`config.mk`:
```
export PLATFORM = sky130hd
export DESIGN_NAME = keypad_digit_shifter
export DESIGN_NICKNAME = d
export VERILOG_FILES = /design/src/rtl/kpd_pkg.sv /design/src/rtl/kpd_sync.sv /design/src/rtl/kpd_decode.sv /design/src/rtl/kpd_press_detect.sv /design/src/rtl/kpd_shift_reg.sv /design/src/rtl/keypad_digit_shifter.sv
export SDC_FILE = /design/constraint.sdc
export NUM_CORES = 1
export LEC_CHECK = 0
export ABC_CLOCK_PERIOD_IN_PS = 10600
export BUFFER_PORTS_ARGS = -buffer_cell sky130_fd_sc_hd__buf_2
export CORE_MARGIN = 2
export CORE_UTILIZATION = 30
export CTS_CLUSTER_SIZE = 10
export DETAILED_ROUTE_END_ITERATION = 16
export GPL_TIMING_DRIVEN = 0
export SYNTH_ARGS = -nofsm -noshare
export SYNTH_HDL_FRONTEND = slang
export SYNTH_HIERARCHICAL = 1
export SYNTH_SLANG_ARGS = --single-unit
```
`constraint.sdc`:
```
create_clock -name clk -period 10.6 [get_ports clk]
set_clock_uncertainty 0.1 [all_clocks]
set_input_delay 0.53 -clock clk [delete_from_list [all_inputs] [get_ports clk]]
set_output_delay 0.53 -clock clk [all_outputs]
set_load 0.02 [all_outputs]
```
`src/rtl/kpd_pkg.sv`:
```
package kpd_pkg;

  localparam int KP_LINES = 4;
  localparam int KP_NIB   = 4;

  typedef enum logic {
    DET_ARMED = 1'b0,
    DET_HELD  = 1'b1
  } det_state_e;

  // True when exactly one line of an active-low bus is pulled low.
  function automatic logic single_low(input logic [KP_LINES-1:0] v);
    return ($countones(~v) == 1);
  endfunction

  // Hex value of a key from its row and column codes (telephone layout,
  // letters in the right column and bottom row).
  function automatic logic [KP_NIB-1:0] key_value(input logic [KP_LINES-1:0] r,
                                                  input logic [KP_LINES-1:0] c);
    logic [KP_NIB-1:0] v;
    unique case ({r, c})
      8'b0111_0111: v = 4'h1;
      8'b0111_1011: v = 4'h2;
      8'b0111_1101: v = 4'h3;
      8'b0111_1110: v = 4'hF;
      8'b1011_0111: v = 4'h4;
      8'b1011_1011: v = 4'h5;
      8'b1011_1101: v = 4'h6;
      8'b1011_1110: v = 4'hE;
      8'b1101_0111: v = 4'h7;
      8'b1101_1011: v = 4'h8;
      8'b1101_1101: v = 4'h9;
      8'b1101_1110: v = 4'hD;
      8'b1110_0111: v = 4'hA;
      8'b1110_1011: v = 4'h0;
      8'b1110_1101: v = 4'hB;
      8'b1110_1110: v = 4'hC;
      default:      v = 4'h0;
    endcase
    return v;
  endfunction

endpackage

```
`src/rtl/kpd_sync.sv`:
```
module kpd_sync #(
  parameter int W      = 4,
  parameter int STAGES = 2
) (
  input  logic         clk,
  input  logic         rst,
  input  logic [W-1:0] d,
  output logic [W-1:0] q
);

  logic [W-1:0] stg [STAGES];

  generate
    for (genvar s = 0; s < STAGES; s++) begin : g_stage
      if (s == 0) begin : g_first
        always_ff @(posedge clk) begin
          if (rst) stg[0] <= '1;
          else     stg[0] <= d;
        end
      end else begin : g_next
        always_ff @(posedge clk) begin
          if (rst) stg[s] <= '1;
          else     stg[s] <= stg[s-1];
        end
      end
    end
  endgenerate

  assign q = stg[STAGES-1];

endmodule

```
`src/rtl/kpd_decode.sv`:
```
module kpd_decode
  import kpd_pkg::*;
(
  input  logic [KP_LINES-1:0] row_s,
  input  logic [KP_LINES-1:0] col_s,
  output logic                code_valid,
  output logic [KP_NIB-1:0]   code,
  output logic                rows_idle
);

  assign rows_idle  = &row_s;
  assign code_valid = single_low(row_s) && single_low(col_s);
  assign code       = key_value(row_s, col_s);

endmodule

```
`src/rtl/kpd_press_detect.sv`:
```
module kpd_press_detect
  import kpd_pkg::*;
#(
  parameter int STABLE_CYCLES = 4,
  localparam int CW = $clog2(STABLE_CYCLES + 1)
) (
  input  logic              clk,
  input  logic              rst,
  input  logic              code_valid,
  input  logic [KP_NIB-1:0] code,
  input  logic              rows_idle,
  output logic              accept
);

  localparam logic [CW-1:0] LAST = CW'(STABLE_CYCLES - 1);

  det_state_e        state;
  logic [CW-1:0]     cnt;
  logic [KP_NIB-1:0] cand;
  logic              same_key;

  assign same_key = code_valid && (cnt != '0) && (code == cand);
  assign accept   = (state == DET_ARMED) && same_key && (cnt == LAST);

  always_ff @(posedge clk) begin
    if (rst) begin
      state <= DET_ARMED;
      cnt   <= '0;
      cand  <= '0;
    end else begin
      unique case (state)
        DET_ARMED: begin
          if (!code_valid) begin
            cnt <= '0;
          end else if (accept) begin
            state <= DET_HELD;
            cnt   <= '0;
          end else if (same_key) begin
            cnt <= cnt + 1'b1;
          end else begin
            cand <= code;
            cnt  <= CW'(1);
          end
        end
        DET_HELD: begin
          if (!rows_idle) begin
            cnt <= '0;
          end else if (cnt == LAST) begin
            state <= DET_ARMED;
            cnt   <= '0;
          end else begin
            cnt <= cnt + 1'b1;
          end
        end
        default: state <= DET_ARMED;
      endcase
    end
  end

endmodule

```
`src/rtl/kpd_shift_reg.sv`:
```
module kpd_shift_reg #(
  parameter int DIGITS = 4,
  parameter int NIB    = 4,
  localparam int DW = DIGITS * NIB
) (
  input  logic           clk,
  input  logic           rst,
  input  logic           load,
  input  logic [NIB-1:0] din,
  output logic [DW-1:0]  q
);

  generate
    for (genvar d = 0; d < DIGITS; d++) begin : g_digit
      if (d == 0) begin : g_low
        always_ff @(posedge clk) begin
          if (rst)       q[NIB-1:0] <= '0;
          else if (load) q[NIB-1:0] <= din;
        end
      end else begin : g_up
        always_ff @(posedge clk) begin
          if (rst)       q[d*NIB +: NIB] <= '0;
          else if (load) q[d*NIB +: NIB] <= q[(d-1)*NIB +: NIB];
        end
      end
    end
  endgenerate

endmodule

```
`src/rtl/keypad_digit_shifter.sv`:
```
module keypad_digit_shifter
  import kpd_pkg::*;
#(
  parameter int STABLE_CYCLES = 4,
  parameter int SYNC_STAGES   = 2,
  parameter int DIGITS        = 4,
  localparam int DW = DIGITS * KP_NIB
) (
  input  logic                clk,
  input  logic                rst,
  input  logic [KP_LINES-1:0] row_n,
  input  logic [KP_LINES-1:0] col_n,
  output logic [DW-1:0]       entry,
  output logic                key_active
);

  logic [KP_LINES-1:0] row_s;
  logic [KP_LINES-1:0] col_s;
  logic                code_valid;
  logic [KP_NIB-1:0]   key_code;
  logic                rows_idle;
  logic                accept_pulse;

  kpd_sync #(.W(2*KP_LINES), .STAGES(SYNC_STAGES)) u_sync (
    .clk (clk),
    .rst (rst),
    .d   ({row_n, col_n}),
    .q   ({row_s, col_s})
  );

  kpd_decode u_dec (
    .row_s      (row_s),
    .col_s      (col_s),
    .code_valid (code_valid),
    .code       (key_code),
    .rows_idle  (rows_idle)
  );

  kpd_press_detect #(.STABLE_CYCLES(STABLE_CYCLES)) u_det (
    .clk        (clk),
    .rst        (rst),
    .code_valid (code_valid),
    .code       (key_code),
    .rows_idle  (rows_idle),
    .accept     (accept_pulse)
  );

  kpd_shift_reg #(.DIGITS(DIGITS), .NIB(KP_NIB)) u_sr (
    .clk  (clk),
    .rst  (rst),
    .load (accept_pulse),
    .din  (key_code),
    .q    (entry)
  );

  assign key_active = !rows_idle;

endmodule

```
; ---- Yosys cells after proc, flatten, opt, wreduce, memory -nomap -nowiden
; Memory sizes are Yosys's and may differ from the RTL's.
; Cells that the tools add are included.
[op_classes]
n_addsub = 7
mux = 17
reduce_logical = 9
bitwise_logic = 7
eq_ne = 19
[ops]
columns = cell, n
row1 = "equality test 8 bit, second input constant", 11
row2 = adder 32 bit, 2
row3 = "equality test 32 x 2 -> 1 bit, second input constant", 2
row4 = one-hot mux 4 bit (15 select lines), 1
row5 = "equality test 8 x 7 -> 1 bit, second input constant", 4
row6 = two-way mux 8 bit, 2
row7 = two-way mux 3 bit, 5
row8 = adder 1 x 1 -> 2 bit, 4
row9 = NOT 4 bit, 2
row10 = AND reduction 4 bit, 2
row11 = two-way mux 1 bit, 7
row12 = one-hot mux 3 bit (2 select lines), 1
row13 = logical AND 1 bit, 5
row14 = equality test 4 bit, 1
row15 = "adder 3 x 1 -> 3 bit, second input constant", 1
row16 = "equality test 3 x 2 -> 1 bit, second input constant", 1
row17 = NOT 1 bit, 3
row18 = nonzero test 3 bit, 1
row19 = OR 1 bit, 2
row20 = one-hot mux 1 bit (2 select lines), 1
row21 = logical NOT 1 bit, 1
[word_totals]
out_inout_bits = 17
input_bits = 10
n_memories = 1
ff_bits = 24
ram_bits = 16
elab_cells = 67
[mem_list]
columns = memory, words, width, read_ports, rd_clocked_by_memory_dff, wr, line_no
row1 = u_sync.stg, 2, 8, 2, 0, 2, kpd_sync.sv:11  ; logic [W-1:0] stg [STAGES];

; ---- Depth between registers and ports, before layout
; An unclocked memory read counts as a cell.
[logic_depth]
ltp_word = 13
ltp_mapped = 13
mapped_depth_nobuf = 11

; ---- Modules after synthesis
; Netlist, hierarchy kept.
[by_module_without_submodules]
columns = module, n_inst, area_each_um2, seq_area_each_um2, cells_each
row1 = kpd_shift_reg, 1, 580.6, 320.3, 52
row2 = kpd_decode, 1, 471.7, 0.0, 62
row3 = kpd_press_detect, 1, 471.7, 160.2, 55
row4 = kpd_sync, 1, 431.7, 320.3, 33
row5 = keypad_digit_shifter, 1, 3.8, 0.0, 1

; ---- Least setup slack after synthesis
; Ideal clock, no wire load.
[synth_timing]
path_type = register to register
from = memory u_sync/stg[1][4] (netlist name)
to = register u_sr.q[10]
n_path_buf = 2
setup_ps = 117
path_stages_with_launch = 14
t_required_ps = 10383
arrival_ps = 3135
setup_slack_ps = 7248
cell_sequence = dfxtp_1 fa_1 inv_1 ha_1 ha_1 or4b_1 nor3b_1 inv_2 a211oi_4 and3_1 buf_6 buf_12 mux2i_1 nor2_1
[synth_lines]
columns = item, line_no
row1 = from (decl), kpd_sync.sv:11
row2 = "to (signal, indexed assignment)", kpd_shift_reg.sv:23  ; else if (load) q[d*NIB +: NIB] <= q[(d-1)*NIB +: NIB];
row3 = to (decl), kpd_shift_reg.sv:10  ; output logic [DW-1:0] q

==> metrics <==
max-capacitance violation count=0; post-synthesis cell area=between 1500 and 2000 µm²; Buffers on Ports=26; CTS root buffer=sky130_fd_sc_hd__clkbuf_8; compound-gate portion of the synthesized area=8.17%; startpoint class of the critical path=flip-flop; clock transition time at the flip-flop clock pins of the worst setup and hold paths=around 80 ps; outcome=completed; growth of design area from synthesis to finish=17.0%; starting density of the core=a little under a third; type of the setup path with the least slack=reg -> reg; largest net degree at the start of global routing=13; worst path arrival time=3670 ps; unrepaired setup endpoints after global routing=false; final critical-path required period=around 3600 ps; height of the chip=about 85 µm; dominant combinational cell family by area after synthesis=simple AND/OR/NAND/NOR gates; floorplan die width=84.8 µm; setup-violating endpoint count in the final report=0; Global Route met2 Usage=between 15 and 20%; Detail Placement HPWL=between 2000 and 2500 µm; Relative slew margins=about 69%; number of buffers added for setup after CTS=0; Adder-Cell Fraction of Synth Area=between 10% and 20%; VDD IR max=0.101 mV; number of antenna violations at the first check in global routing=0; gpl congestion=about 0.8; hold-fix buffers at CTS=0; total gr overflow=0; 1st-pass router iterations=6; register bit total from synthesis=40; setup_tns=0 ps; nets@finish=between 200 and 300; Top Usage Layer GRT=met2; syn_nets=between 200 and 250; clk sink count=40; number of global-route vias before repair=~1300; global router's overall resource usage=around a tenth; crit path max fanout=10; clock buffer count from CTS=5; number of gates given a new drive strength after cts=0; number of vias in the routed layout=1400; Cell Rows=29; wire length reported by the detailed router=roughly 3400 µm; routed length per placed instance=10.7 µm; DRC violation total after the first TritonRoute iteration=44; kind of end point of the critical path=flip-flop; flip-flop cell with the highest count after synthesis=sky130_fd_sc_hd__dfxtp_1; share of the core filled with cells=between 30 and 40%; EDFF count, synth=0; period utilisation layout=about a third; met3 Use GR=approximately 3.6%; DRC violation count after routing=0; Hold Crit Class=reg -> reg; power density of the placed cells=~130 nW/µm²; via-per-instance ratio=between 4 and 5; post-synthesis average cell area=9.65 µm²; number of instances in the synthesized netlist=about 200; met1 track demand over resource in global routing=roughly an eighth; max-slew violations=0; Max Root-Sink Buffers=2; highest clock frequency the design can meet=0.278 GHz; power consumption=slightly above 0.0003 W; placeable core region=about 6300 µm²; YS warnings=6; proportion of synthesized chip area in sequential cells=~40%; fillcell total=640; Worst Tran Pin Value=between 400 and 500 ps; count of cell types in the netlist=42; final number of hold-violating endpoints=0; final antenna-violating net count=0; Pleak=~1.0 nW; TritonCTS clock tree=yes; critical path required time=between 10000 and 15000 ps; clock latency on the worst-skew pair=slightly below 300 ps; number of H-tree levels=2; share of final-layout standard cells stronger than drive strength 1=a little over 20%; Die Footprint=a little over 7000 µm²; share of the synthesized netlist area taken by xor and xnor gates=between 2 and 3%; number of inserted diodes=0; wire length of the first global-routing pass=between 5000 and 6000 µm; number of I/O pins=27; proportion of synthesized flip-flops having asynchronous set or reset=0%; Synth Area in Simple Gates=between 20% and 30%; share of synthesized area spent on multiplexers=under 10%
[cells in the final DEF, fill, tap and decap left out, types with 2 or more instances in the layout]
cell and n:
sky130_fd_sc_hd__ha_1 14, sky130_fd_sc_hd__o21ai_0 3, sky130_fd_sc_hd__nor2_1 21, sky130_fd_sc_hd__or2_1 17, sky130_fd_sc_hd__clkbuf_1 2, sky130_fd_sc_hd__nor3_1 2
sky130_fd_sc_hd__dfxtp_1 40, sky130_fd_sc_hd__inv_1 15, sky130_fd_sc_hd__a21oi_1 7, sky130_fd_sc_hd__nand4_1 2, sky130_fd_sc_hd__nand3_1 4, sky130_fd_sc_hd__and3_1 3
sky130_fd_sc_hd__nand2_1 15, sky130_fd_sc_hd__buf_6 5, sky130_fd_sc_hd__mux2i_1 17, sky130_fd_sc_hd__clkbuf_8 5, sky130_fd_sc_hd__inv_2 2, sky130_fd_sc_hd__nand2b_1 2
sky130_fd_sc_hd__nor2b_1 3, sky130_fd_sc_hd__fa_1 2, sky130_fd_sc_hd__xor2_1 5, sky130_fd_sc_hd__buf_2 28
[layout make-up]
cell class / instances / area (µm²) / share of cell area, %
buffer: 10 / 93.8 / 4.09
clock buffer: 6 / 72.6 / 3.16
clock inverter: 2 / 35.0 / 1.53
inverter: 17 / 63.8 / 2.78
multi-input combinational: 136 / 1000 / 43.6
sequential: 40 / 801 / 34.9
tap: 77 / 96.3 / 4.20
timing repair buffer: 26 / 130 / 5.67
[power breakdown]
| part | internal (W) | switching (W) |
|---|---|---|
| clock | 0.0000699 | 0.0000507 |
| combinational | 0.0000114 | 0.0000151 |
| sequential | 0.000153 | 0.00000175 |
| total | 0.000235 | 0.0000675 |
[state kept, by name, indices dropped and copies added, names as in the netlist]
signal / count
u_sync/stg: 16
u_sr/q: 16
u_det/cand: 4
u_det/cnt: 3
u_det/state: 1
[per-layer routing]
layer  routed length (µm)  up-vias
li1                     -      728
met1                 1590      637
met2                 1550       29
met3                  149        6
met4                   70        0
met5                    0        -
[cells by family after synthesis]
logic type | count (synthesis)
flops | 40
simple gates | 76
fa+ha+maj | 16
xor+xnor | 6
buf+inv | 27
compound gates | 21
mux | 17
[critical path: stages (launching register included)]
cell and delay (ps):
sky130_fd_sc_hd__dfxtp_1 350, sky130_fd_sc_hd__fa_1 540, sky130_fd_sc_hd__inv_1 40, sky130_fd_sc_hd__ha_1 170
sky130_fd_sc_hd__ha_1 270, sky130_fd_sc_hd__or4b_1 510, sky130_fd_sc_hd__nor3b_1 350, sky130_fd_sc_hd__inv_2 90
sky130_fd_sc_hd__a211oi_4 280, sky130_fd_sc_hd__and3_1 230, sky130_fd_sc_hd__buf_6 160, sky130_fd_sc_hd__buf_12 150
sky130_fd_sc_hd__mux2i_1 180, sky130_fd_sc_hd__nor2_1 60
[worst paths after layout]
check              startpoint          endpoint  slack (ps)  cells after the start
min reg2reg  u_sync/stg[0][3]  u_sync/stg[1][3]         300                      1
max          u_sync/stg[1][4]        u_sr/q[10]        7010                     13
max reg2reg  u_sync/stg[1][4]        u_sr/q[10]        7010                     13
min          u_sync/stg[0][3]  u_sync/stg[1][3]         300                      1
[cell usage after synthesis (all sizes together) (2+ instances only)]
master / n / area, µm²
dfxtp: 40 / 801
nor2: 21 / 78.8
inv: 17 / 63.8
mux2i: 17 / 170
or2: 17 / 106
nand2: 15 / 56.3
ha: 14 / 175
buf: 9 / 90.1
a21oi: 8 / 43.8
nand3: 5 / 30.0
xor2: 5 / 43.8
o21ai: 4 / 20.0
and3: 3 / 18.8
nor2b: 3 / 18.8
nor3: 3 / 26.3
fa: 2 / 40.0
nand2b: 2 / 12.5
nand4: 2 / 12.5
[per-stage QoR]
| stage | cell area (µm²) | cells | setup WS, ps | hold slack, ps |
|---|---|---|---|---|
| 6_report | 2290 | 314 | 7010 | 299 |
| 5_1_grt | 2290 | 314 | 6820 | 302 |
| 4_1_cts | 2290 | 314 | 6970 | 305 |
| 3_5_place_dp | 2190 | 306 | 6990 | 288 |
| 3_3_place_gp | 2190 | 306 | 7040 | 285 |
| 2_1_floorplan | 1960 | 203 | 7250 | 283 |
(Power assumes the default switching activity.)
